[config.mk]
export PLATFORM = sky130hd
export DESIGN_NAME = intr_aggregator
export DESIGN_NICKNAME = d
export VERILOG_FILES = /design/src/rtl/intr_agg_pkg.sv /design/src/rtl/intr_evt_bank.sv /design/src/rtl/intr_env_bank.sv /design/src/rtl/intr_aggregator.sv
export SDC_FILE = /design/constraint.sdc
export NUM_CORES = 1
export LEC_CHECK = 0
export BUFFER_PORTS_ARGS = -buffer_cell sky130_fd_sc_hd__buf_2
export CAP_MARGIN = 20
export CORE_MARGIN = 2
export CORE_UTILIZATION = 35
export CTS_CLUSTER_DIAMETER = 80
export CTS_CLUSTER_SIZE = 25
export DETAILED_ROUTE_END_ITERATION = 10
export GPL_TIMING_DRIVEN = 0
export PLACE_DENSITY = 0.65
export SLEW_MARGIN = 20
export SYNTH_ARGS = -nofsm -noshare
export SYNTH_HDL_FRONTEND = slang
export SYNTH_SLANG_ARGS = --single-unit
[constraint.sdc]
create_clock -name clk_i -period 1.47 [get_ports clk_i]
set_input_delay 0.294 -clock clk_i [delete_from_list [all_inputs] [get_ports clk_i]]
set_output_delay 0.294 -clock clk_i [all_outputs]
set_load 0.01 [all_outputs]
[src/rtl/intr_agg_pkg.sv]
package intr_agg_pkg;
    localparam int unsigned SRC_W        = 32;
    localparam int unsigned SRC_GLOB_BIT = 31;
    localparam int unsigned PIPE_EVT_W   = 6;
    localparam int unsigned GLOB_EVT_W   = 4;
    localparam int unsigned GLOB_LSB     = 1;

    localparam int unsigned OFS_IDENT    = 32'h0004;
    localparam int unsigned OFS_PCOUNT   = 32'h0008;
    localparam int unsigned OFS_GSTAT    = 32'h0010;
    localparam int unsigned OFS_GEN      = 32'h0014;
    localparam int unsigned OFS_GCLR     = 32'h0018;

    localparam int unsigned ENV_BASE     = 32'h0800;
    localparam int unsigned ENV_STRIDE   = 32'h0080;
    localparam int unsigned ENV_SRC      = 32'h0000;
    localparam int unsigned ENV_MASK     = 32'h0004;

    localparam int unsigned PIPE_BASE    = 32'h1000;
    localparam int unsigned PIPE_STRIDE  = 32'h0100;
    localparam int unsigned PIPE_STAT    = 32'h0000;
    localparam int unsigned PIPE_EN      = 32'h0004;
    localparam int unsigned PIPE_CLR     = 32'h0008;
endpackage

[src/rtl/intr_evt_bank.sv]
module intr_evt_bank #(
    parameter int unsigned W = 6
) (
    input  logic         clk_i,
    input  logic         rst_ni,
    input  logic [W-1:0] evt_i,
    input  logic         en_we_i,
    input  logic         clr_we_i,
    input  logic [W-1:0] wdata_i,
    output logic [W-1:0] stat_o,
    output logic [W-1:0] en_o,
    output logic         pend_o
);
    typedef struct packed {
        logic [W-1:0] stat;
        logic [W-1:0] en;
    } bank_t;

    bank_t st_d, st_q;

    always_comb begin
        st_d = st_q;
        if (clr_we_i) begin
            st_d.stat = st_q.stat & ~wdata_i;
        end
        // new events take priority over a clear in the same cycle
        st_d.stat = st_d.stat | evt_i;
        if (en_we_i) begin
            st_d.en = wdata_i;
        end
    end

    always_ff @(posedge clk_i or negedge rst_ni) begin
        if (!rst_ni) st_q <= '0;
        else         st_q <= st_d;
    end

    assign stat_o = st_q.stat;
    assign en_o   = st_q.en;
    assign pend_o = |(st_q.stat & st_q.en);
endmodule

[src/rtl/intr_env_bank.sv]
module intr_env_bank
    import intr_agg_pkg::*;
#(
    parameter int unsigned NUM_ENVS = 2
) (
    input  logic                      clk_i,
    input  logic                      rst_ni,
    input  logic [NUM_ENVS-1:0]       mask_we_i,
    input  logic [SRC_W-1:0]          wdata_i,
    input  logic [SRC_W-1:0]          src_i,
    output logic [NUM_ENVS*SRC_W-1:0] mask_o,
    output logic [NUM_ENVS-1:0]       irq_o
);
    typedef struct packed {
        logic [NUM_ENVS-1:0][SRC_W-1:0] mask;
    } env_t;

    env_t st_d, st_q;

    always_comb begin
        st_d = st_q;
        for (int e = 0; e < int'(NUM_ENVS); e++) begin
            if (mask_we_i[e]) st_d.mask[e] = wdata_i;
        end
    end

    always_ff @(posedge clk_i or negedge rst_ni) begin
        if (!rst_ni) st_q <= '0;
        else         st_q <= st_d;
    end

    for (genvar e = 0; e < NUM_ENVS; e++) begin : g_line
        assign irq_o[e] = |(src_i & st_q.mask[e]);
        assign mask_o[e*SRC_W +: SRC_W] = st_q.mask[e];
    end
endmodule

[src/rtl/intr_aggregator.sv]
module intr_aggregator
    import intr_agg_pkg::*;
#(
    parameter int unsigned NUM_PIPES = 4,
    parameter int unsigned NUM_ENVS  = 2,
    parameter int unsigned ADDR_W    = 16
) (
    input  logic                            clk_i,
    input  logic                            rst_ni,
    input  logic [NUM_PIPES*PIPE_EVT_W-1:0] pipe_evt_i,
    input  logic [GLOB_EVT_W-1:0]           glob_evt_i,
    input  logic                            wr_en_i,
    input  logic                            rd_en_i,
    input  logic [ADDR_W-1:0]               addr_i,
    input  logic [SRC_W-1:0]                wdata_i,
    output logic [SRC_W-1:0]                rdata_o,
    output logic [NUM_ENVS-1:0]             irq_o
);
    localparam int unsigned PSTAT_W = NUM_PIPES * PIPE_EVT_W;

    logic [PSTAT_W-1:0]        pipe_stat, pipe_en;
    logic [NUM_PIPES-1:0]      pipe_pend, pipe_en_we, pipe_clr_we;
    logic [GLOB_EVT_W-1:0]     glob_stat, glob_en;
    logic                      glob_pend, glob_en_we, glob_clr_we;
    logic [NUM_ENVS-1:0]       env_mask_we;
    logic [NUM_ENVS*SRC_W-1:0] env_mask;
    logic [SRC_W-1:0]          src_word, rd_word;

    typedef struct packed {
        logic [SRC_W-1:0] rdata;
    } top_t;

    top_t st_d, st_q;

    for (genvar p = 0; p < NUM_PIPES; p++) begin : g_pipe
        intr_evt_bank #(.W(PIPE_EVT_W)) u_bank (
            .clk_i    (clk_i),
            .rst_ni   (rst_ni),
            .evt_i    (pipe_evt_i[p*PIPE_EVT_W +: PIPE_EVT_W]),
            .en_we_i  (pipe_en_we[p]),
            .clr_we_i (pipe_clr_we[p]),
            .wdata_i  (wdata_i[PIPE_EVT_W-1:0]),
            .stat_o   (pipe_stat[p*PIPE_EVT_W +: PIPE_EVT_W]),
            .en_o     (pipe_en[p*PIPE_EVT_W +: PIPE_EVT_W]),
            .pend_o   (pipe_pend[p])
        );
    end

    intr_evt_bank #(.W(GLOB_EVT_W)) u_glob (
        .clk_i    (clk_i),
        .rst_ni   (rst_ni),
        .evt_i    (glob_evt_i),
        .en_we_i  (glob_en_we),
        .clr_we_i (glob_clr_we),
        .wdata_i  (wdata_i[GLOB_LSB +: GLOB_EVT_W]),
        .stat_o   (glob_stat),
        .en_o     (glob_en),
        .pend_o   (glob_pend)
    );

    always_comb begin
        src_word = '0;
        src_word[NUM_PIPES-1:0] = pipe_pend;
        src_word[SRC_GLOB_BIT]  = glob_pend;
    end

    intr_env_bank #(.NUM_ENVS(NUM_ENVS)) u_env (
        .clk_i     (clk_i),
        .rst_ni    (rst_ni),
        .mask_we_i (env_mask_we),
        .wdata_i   (wdata_i),
        .src_i     (src_word),
        .mask_o    (env_mask),
        .irq_o     (irq_o)
    );

    // address decode for writes and the read mux
    always_comb begin
        int unsigned a;
        a           = 32'(addr_i);
        pipe_en_we  = '0;
        pipe_clr_we = '0;
        env_mask_we = '0;
        glob_en_we  = wr_en_i && (a == OFS_GEN);
        glob_clr_we = wr_en_i && (a == OFS_GCLR);
        rd_word     = '0;
        if (a == OFS_IDENT)  rd_word = SRC_W'(NUM_ENVS) << 8;
        if (a == OFS_PCOUNT) rd_word = SRC_W'(NUM_PIPES);
        if (a == OFS_GSTAT)  rd_word = SRC_W'(glob_stat) << GLOB_LSB;
        if (a == OFS_GEN)    rd_word = SRC_W'(glob_en) << GLOB_LSB;
        for (int p = 0; p < int'(NUM_PIPES); p++) begin
            int unsigned pb;
            pb = PIPE_BASE + 32'(p) * PIPE_STRIDE;
            if (a == pb + PIPE_EN)  pipe_en_we[p]  = wr_en_i;
            if (a == pb + PIPE_CLR) pipe_clr_we[p] = wr_en_i;
            if (a == pb + PIPE_STAT)
                rd_word = SRC_W'(pipe_stat[p*PIPE_EVT_W +: PIPE_EVT_W]);
            if (a == pb + PIPE_EN)
                rd_word = SRC_W'(pipe_en[p*PIPE_EVT_W +: PIPE_EVT_W]);
        end
        for (int e = 0; e < int'(NUM_ENVS); e++) begin
            int unsigned eb;
            eb = ENV_BASE + 32'(e) * ENV_STRIDE;
            if (a == eb + ENV_MASK) begin
                env_mask_we[e] = wr_en_i;
                rd_word        = env_mask[e*SRC_W +: SRC_W];
            end
            if (a == eb + ENV_SRC) rd_word = src_word;
        end
    end

    always_comb begin
        st_d       = st_q;
        st_d.rdata = rd_en_i ? rd_word : '0;
    end

    always_ff @(posedge clk_i or negedge rst_ni) begin
        if (!rst_ni) st_q <= '0;
        else         st_q <= st_d;
    end

    assign rdata_o = st_q.rdata;
endmodule

Yosys cells after proc, flatten, opt, wreduce, memory -nomap -nowiden. Cells that the tools add are included.

Muxes and demuxes: 32. Bitwise gates (word level): 19. Equality and inequality tests: 21. Reduce and logical (&&, ||, !) cells: 9.

Operator list (number): $mux W32 (13); $eq A16 B13 Y1 const B (12); $and A32 B32 Y32 (2); $eq A16 B12 Y1 const B (4); $reduce_or A32 Y1 (2); $and A6 B6 Y6 (8); $eq A16 B5 Y1 const B (3); $mux W10 (4); $mux W6 (4); $or A6 B6 Y6 (4); $reduce_or A6 Y1 (4); $eq A16 B3 Y1 const B (1); $eq A16 B4 Y1 const B (1); $mux W1 (10); $and A4 B4 Y4 (2); $not A6 Y6 (1); $mux W4 (1); $not A4 Y4 (1); $or A4 B4 Y4 (1); $reduce_or A4 Y1 (1); $logic_and A1 B1 Y1 (2).

Input port bits: 80. Output and inout port bits: 34. Word-level logic and storage cells: 94. Flip-flop bits (word level): 152.

Logic depth before layout (Yosys ltp).
Depth in word-level cells: 18. Depth in mapped cells: 9. Gate-level depth less buffers: 6.

Cells and area by module. Synthesis repeated with hierarchy kept, for this count alone.

Cell total of the unflattened synthesis: 643. Area, all modules: 7395.8 µm².

By module, submodules not included: intr_env_bank (area an instance 2665.1 µm², sequential area each 1601.5 µm², cells each 178, instances 1); intr_aggregator (area an instance 2434.8 µm², sequential area each 800.8 µm², cells each 302, instances 1); intr_evt_bank at g_pipe[0].u_bank ... (area an instance 496.7 µm², sequential area each 300.3 µm², cells each 35, instances 4); intr_evt_bank at u_glob (area an instance 309.0 µm², sequential area each 200.2 µm², cells each 23, instances 1).

Worst setup path before layout. OpenSTA, ideal clock, no wires.

Path type: in2reg. Start: in addr_i[9]. End: reg u_env.st_q, in the netlist u_env.mask_o[56]. Library setup time: 0.128 ns. Data arrival time: 2.098 ns. Cell stages on the path: 8. Path buffers: 3. Slack: -0.756 ns. Required time: 1.342 ns. Path through: clkbuf_1 nor3_2 nand4_4 nor3_4 and2_1 buf_4 buf_4 mux2_1.

Word-level cells in the longest chain between the ends: 2.

Ends and longest elaborated chain: start, declared (RTL line intr_aggregator.sv:14) `input logic [ADDR_W-1:0] addr_i,`; $eq A16 B12 Y1 (RTL line intr_aggregator.sv:104) `if (a == eb + ENV_MASK) begin`; $mux W1 (RTL line intr_aggregator.sv:104); end signal, assigned (RTL line intr_env_bank.sv:29) `else st_q <= st_d;`; end, declared (RTL line intr_env_bank.sv:18) `env_t st_d, st_q;`.

No other way between the ends. A chain may end at the register's enable or synchronous reset.

Final worst setup path.
Start: reg g_pipe[3].u_bank.st_q, in the netlist g_pipe[3].u_bank.stat_o[5]. End: out irq_o[0].

Word-level cells in the longest chain between the ends: 4.

Ends and longest elaborated chain: start, declared (RTL line intr_evt_bank.sv:19) `bank_t st_d, st_q;`; start signal, assigned (RTL line intr_evt_bank.sv:35) `else st_q <= st_d;`; $and A6 B6 Y6 (RTL line intr_evt_bank.sv:40) `assign pend_o = |(st_q.stat & st_q.en);`; $reduce_or A6 Y1 (RTL line intr_evt_bank.sv:40); $and A32 B32 Y32 (RTL line intr_env_bank.sv:33) `assign irq_o[e] = |(src_i & st_q.mask[e]);`; $reduce_or A32 Y1 (RTL line intr_env_bank.sv:33); end, declared (RTL line intr_aggregator.sv:17) `output logic [NUM_ENVS-1:0] irq_o`.

No other way between the ends.

==> impl_metrics.py <==
metrics = {
    "floorplanning": {
        "die_x_um": 146,
        "rows": 51,
        "io_pins": 114,
        "die_h_um": 146,
        "coreArea_sq_um": 19600,
        "start_util_pct": 36.0,
        "dieArea_sq_um": 21300,
    },
    "layout": {
        "post-route-util_pct": 54.3,
        "drive_above_1_share_pct": 56.5,
        "fillers": 1585,
        "syn_to_final_growth_pct": 50.8,
        "final_area_sq_um": 10600,
        "final_cells": 1099,
        "nets": 902,
        "antenna_cells": 0,
    },
    "critical_path": {
        "path_cells": "a22oi_2 > nand3_2 > a222oi_1 > nand2_1 > buf_6",
        "cp.required_ns": 1.18,
        "path_depth": 5,
        "rrSetupSlack_ns": -0.19,
        "cp-end-kind": "primary output",
        "worstReg2RegEnd": "rdata_o[3]",
        "cp_num_buf_inv": 1,
        "cp-start-kind": "register",
        "reg2regPathDepth": 7,
        "crit_path_max_fanout": 3,
        "crit_end": "irq_o[0]",
        "crit_start": "g_pipe[3].u_bank.stat_o[5]",
        "slowest_delay_ns": 0.41,
        "cpLargestDelayFamily": "compound AO/OA/AOI/OAI gates",
        "rr_startpoint": "g_pipe[3].u_bank.stat_o[5]",
        "slowest_stage": "dfrtp_1",
        "cp.arrival_ns": 1.86,
        "crit_type": "reg -> out",
    },
    "timing": {
        "setup_viol": 150,
        "hold_viol": 0,
        "max_freq_ghz": 0.463,
        "rsz0062_at_grt": "true",
        "worstMarginPinSlew_ns": 0.795,
        "maxSlewHeadroom_pct": 47.0,
        "worst_hold_slack_ns": 0.0410,
        "fin_crit_ns": 2.16,
        "period_share_pct": 147,
        "maxSlewViolCount": 0,
        "fin_skew_ns": 0.00912,
        "tns_ns": -25.98,
        "layout_setup_ws_ns": -0.688,
    },
    "global_route": {
        "grt.overflow.total": 0,
        "track_usage_pct": 21.0,
        "grt_pass1_wl_um": 34900,
        "antenna_found_initial": 0,
        "grt_max_degree": 88,
        "first_global_vias": 6242,
    },
    "place": {
        "io_buffers": 107,
        "dpl-instance-area_sq_um": 8160,
        "routabilityCongestion": 0.926,
        "dp_hpwl_um": 13900,
        "place_inst": 979,
        "pre_cts_slack_ns": -1.35,
    },
    "detailed_routing": {
        "wl_um": 23100,
        "via_count": 6198,
        "drtIter0Drc": 492,
        "via_per_inst": 5.64,
        "post_drt_wl_per_cell_um": 21.0,
        "drtPass1Iterations": 6,
        "drtAntennaViolNets": 0,
        "drcViolationCount": 0,
    },
    "synthesis": {
        "ys_seq_area_share_pct": 53.9,
        "ys.flop_type": "dfrtp_1",
        "yosys_warnings": 0,
        "async_reset_ff_share_pct": 100,
        "synth_edf_count": 0,
        "ys_ff_latch": 152,
        "syn-cell-area_sq_um": 7050,
        "syn_avg_cell_area_sq_um": 11.6,
        "ys_types": 59,
        "netlist_instances": 606,
        "syn_nets": 686,
    },
    "hold_path": {
        "min_path_type": "in -> reg",
    },
    "cts": {
        "htree_levels": 4,
        "cts.reportedPaths.clkPinSlew_ns": 0.07,
        "cts_inserted_buffers": 17,
        "cts_tree": "yes",
        "cts_root_buffer": "clkbuf_16",
        "insertion_delay_ns": 0.43,
        "cts.sinks": 152,
        "cts_buffer_depth": 2,
    },
    "power_and_ir_drop": {
        "ir_drop_uv": 754,
        "power_density_nw_per_um2": 859,
        "p_total_mw": 9.13,
        "leakagePower_nw": 4.76,
    },
    "run_status": {
        "violations": "negative setup slack",
        "status": "finished with violations",
    },
    "job": {
        "max_cap_violations": 0,
    },
}
worst min-delay path by stage:
stage	slack, ns	startpoint	cells after the start	end
detailed placement	0.27	rst_ni	1	g_pipe[1].u_bank.stat_o[1]
finish	0.04	glob_evt_i[1]	2	u_glob.stat_o[1]
floorplan	-0.002	rst_ni	0	g_pipe[0].u_bank.en_o[0]
CTS	0.03	pipe_evt_i[17]	2	g_pipe[2].u_bank.stat_o[5]
global placement	0.47	u_env.mask_o[48]	1	u_env.mask_o[48]
global route	0.03	pipe_evt_i[19]	2	g_pipe[3].u_bank.stat_o[1]
cell usage after synthesis (5+ instances only):
| library cell | instances | area, sq um |
|---|---|---|
| mux2_1 | 28 | 315 |
| inv_1 | 7 | 26.3 |
| buf_2 | 6 | 30.0 |
| o21ai_0 | 10 | 50.1 |
| mux2_2 | 66 | 743 |
| nand2b_1 | 6 | 37.5 |
| a21o_1 | 28 | 210 |
| o32ai_1 | 5 | 43.8 |
| nand2_1 | 46 | 173 |
| clkbuf_1 | 25 | 93.8 |
| mux2i_1 | 6 | 60.1 |
| o211ai_1 | 6 | 45.0 |
| nand4_1 | 6 | 37.5 |
| dfrtp_1 | 152 | 3800 |
| a31oi_1 | 6 | 37.5 |
| a22oi_1 | 45 | 338 |
| o22ai_1 | 5 | 31.3 |
| nor3_1 | 13 | 65.1 |
| nor2_1 | 43 | 161 |
| nand3_1 | 13 | 65.1 |
| a21oi_1 | 7 | 35.0 |
kinds of logic (layout without fill, tap and decap cells):
kind of cell           after synthesis  after routing  synth area share, %
AO/OA/AOI/OAI                      143            143                 15.1
flip-flops                         152            152                 53.9
multiplexers                       100            100                 15.9
buffers and inverters               44            272                 2.77
AND/OR/NAND/NOR                    167            167                 12.4
worst register-to-register path, cell delays in order (launching register included):
cell and delay [ns]:
dfrtp_1 0.41, a22oi_2 0.22, nand3_2 0.14, buf_4 0.17
nor3_1 0.19, a211oi_1 0.08, o21ai_0 0.21, a31oi_2 0.09
registers in the layout, indices dropped and copies added (netlist names):
name                  flops
u_env.mask_o             64
rdata_o                  32
g_pipe.u_bank.stat_o     24
u_glob.stat_o             4
u_glob.en_o               4
g_pipe.u_bank.en_o       24
final cells by class:
| cell class | count | area (sq um) | share of cell area [%] |
|---|---|---|---|
| buffer | 28 | 305 | 2.87 |
| tap | 265 | 332 | 3.12 |
| multi-input combinational | 410 | 3900 | 36.7 |
| clock inverter | 14 | 156 | 1.47 |
| clock buffer | 17 | 425 | 4.00 |
| timing repair buffer | 206 | 1680 | 15.8 |
| sequential | 152 | 3800 | 35.8 |
| inverter | 7 | 26.3 | 0.247 |
power by group:
part	total (mW)	switching (mW)	leakage, nW	internal, mW
sequential	4.18	0.000795	1.97	4.18
clock	4.33	1.93	0.279	2.40
combinational	0.615	0.374	2.51	0.241
routing by layer:
metal / share of wire, % / wire length, um / GRT usage (%) / vias to the layer above
met1: 41 / 9570 / 27.6 / 3133
met5: 0 / 0 / 0 / -
met4: 3.6 / 835 / 9.12 / 0
met3: 6.4 / 1490 / 4.14 / 75
li1: - / - / - / 2698
met2: 48 / 11200 / 33.8 / 292
repair_timing:
item,CTS,global route
endpoints found under the setup margin,154,150
buffers inserted,67,23
hold buffers,1,0
cloned,5,6
pin swaps,59,65
hold endpoints to repair,65,0
gates resized for setup,188,68
placed cells by master (no fill, tap or decap), drive strengths merged, types with 2 or more instances in the layout:
| master | count |
|---|---|
| a2111oi | 2 |
| a221o | 2 |
| or2 | 6 |
| inv | 14 |
| a222oi | 2 |
| mux2 | 94 |
| a32oi | 2 |
| nand2 | 46 |
| clkinv | 4 |
| clkbuf | 40 |
| a21boi | 4 |
| nor3 | 17 |
| nor4 | 6 |
| a211oi | 3 |
| a22oi | 45 |
| and4b | 2 |
| buf | 210 |
| nand4 | 7 |
| a31oi | 6 |
| a2bb2oi | 3 |
| nor4b | 2 |
| nor2b | 3 |
| nand2b | 6 |
| a21o | 28 |
| clkinvlp | 2 |
| or3 | 3 |
| o22ai | 5 |
| nand3 | 13 |
| o211ai | 6 |
| or4 | 4 |
| nor2 | 43 |
| a21oi | 7 |
| and2 | 3 |
| o221ai | 3 |
| and3 | 4 |
| dfrtp | 152 |
| o21ai | 11 |
| o32ai | 5 |
| mux2i | 6 |
| o21a | 2 |
(Power assumes the default switching activity.)
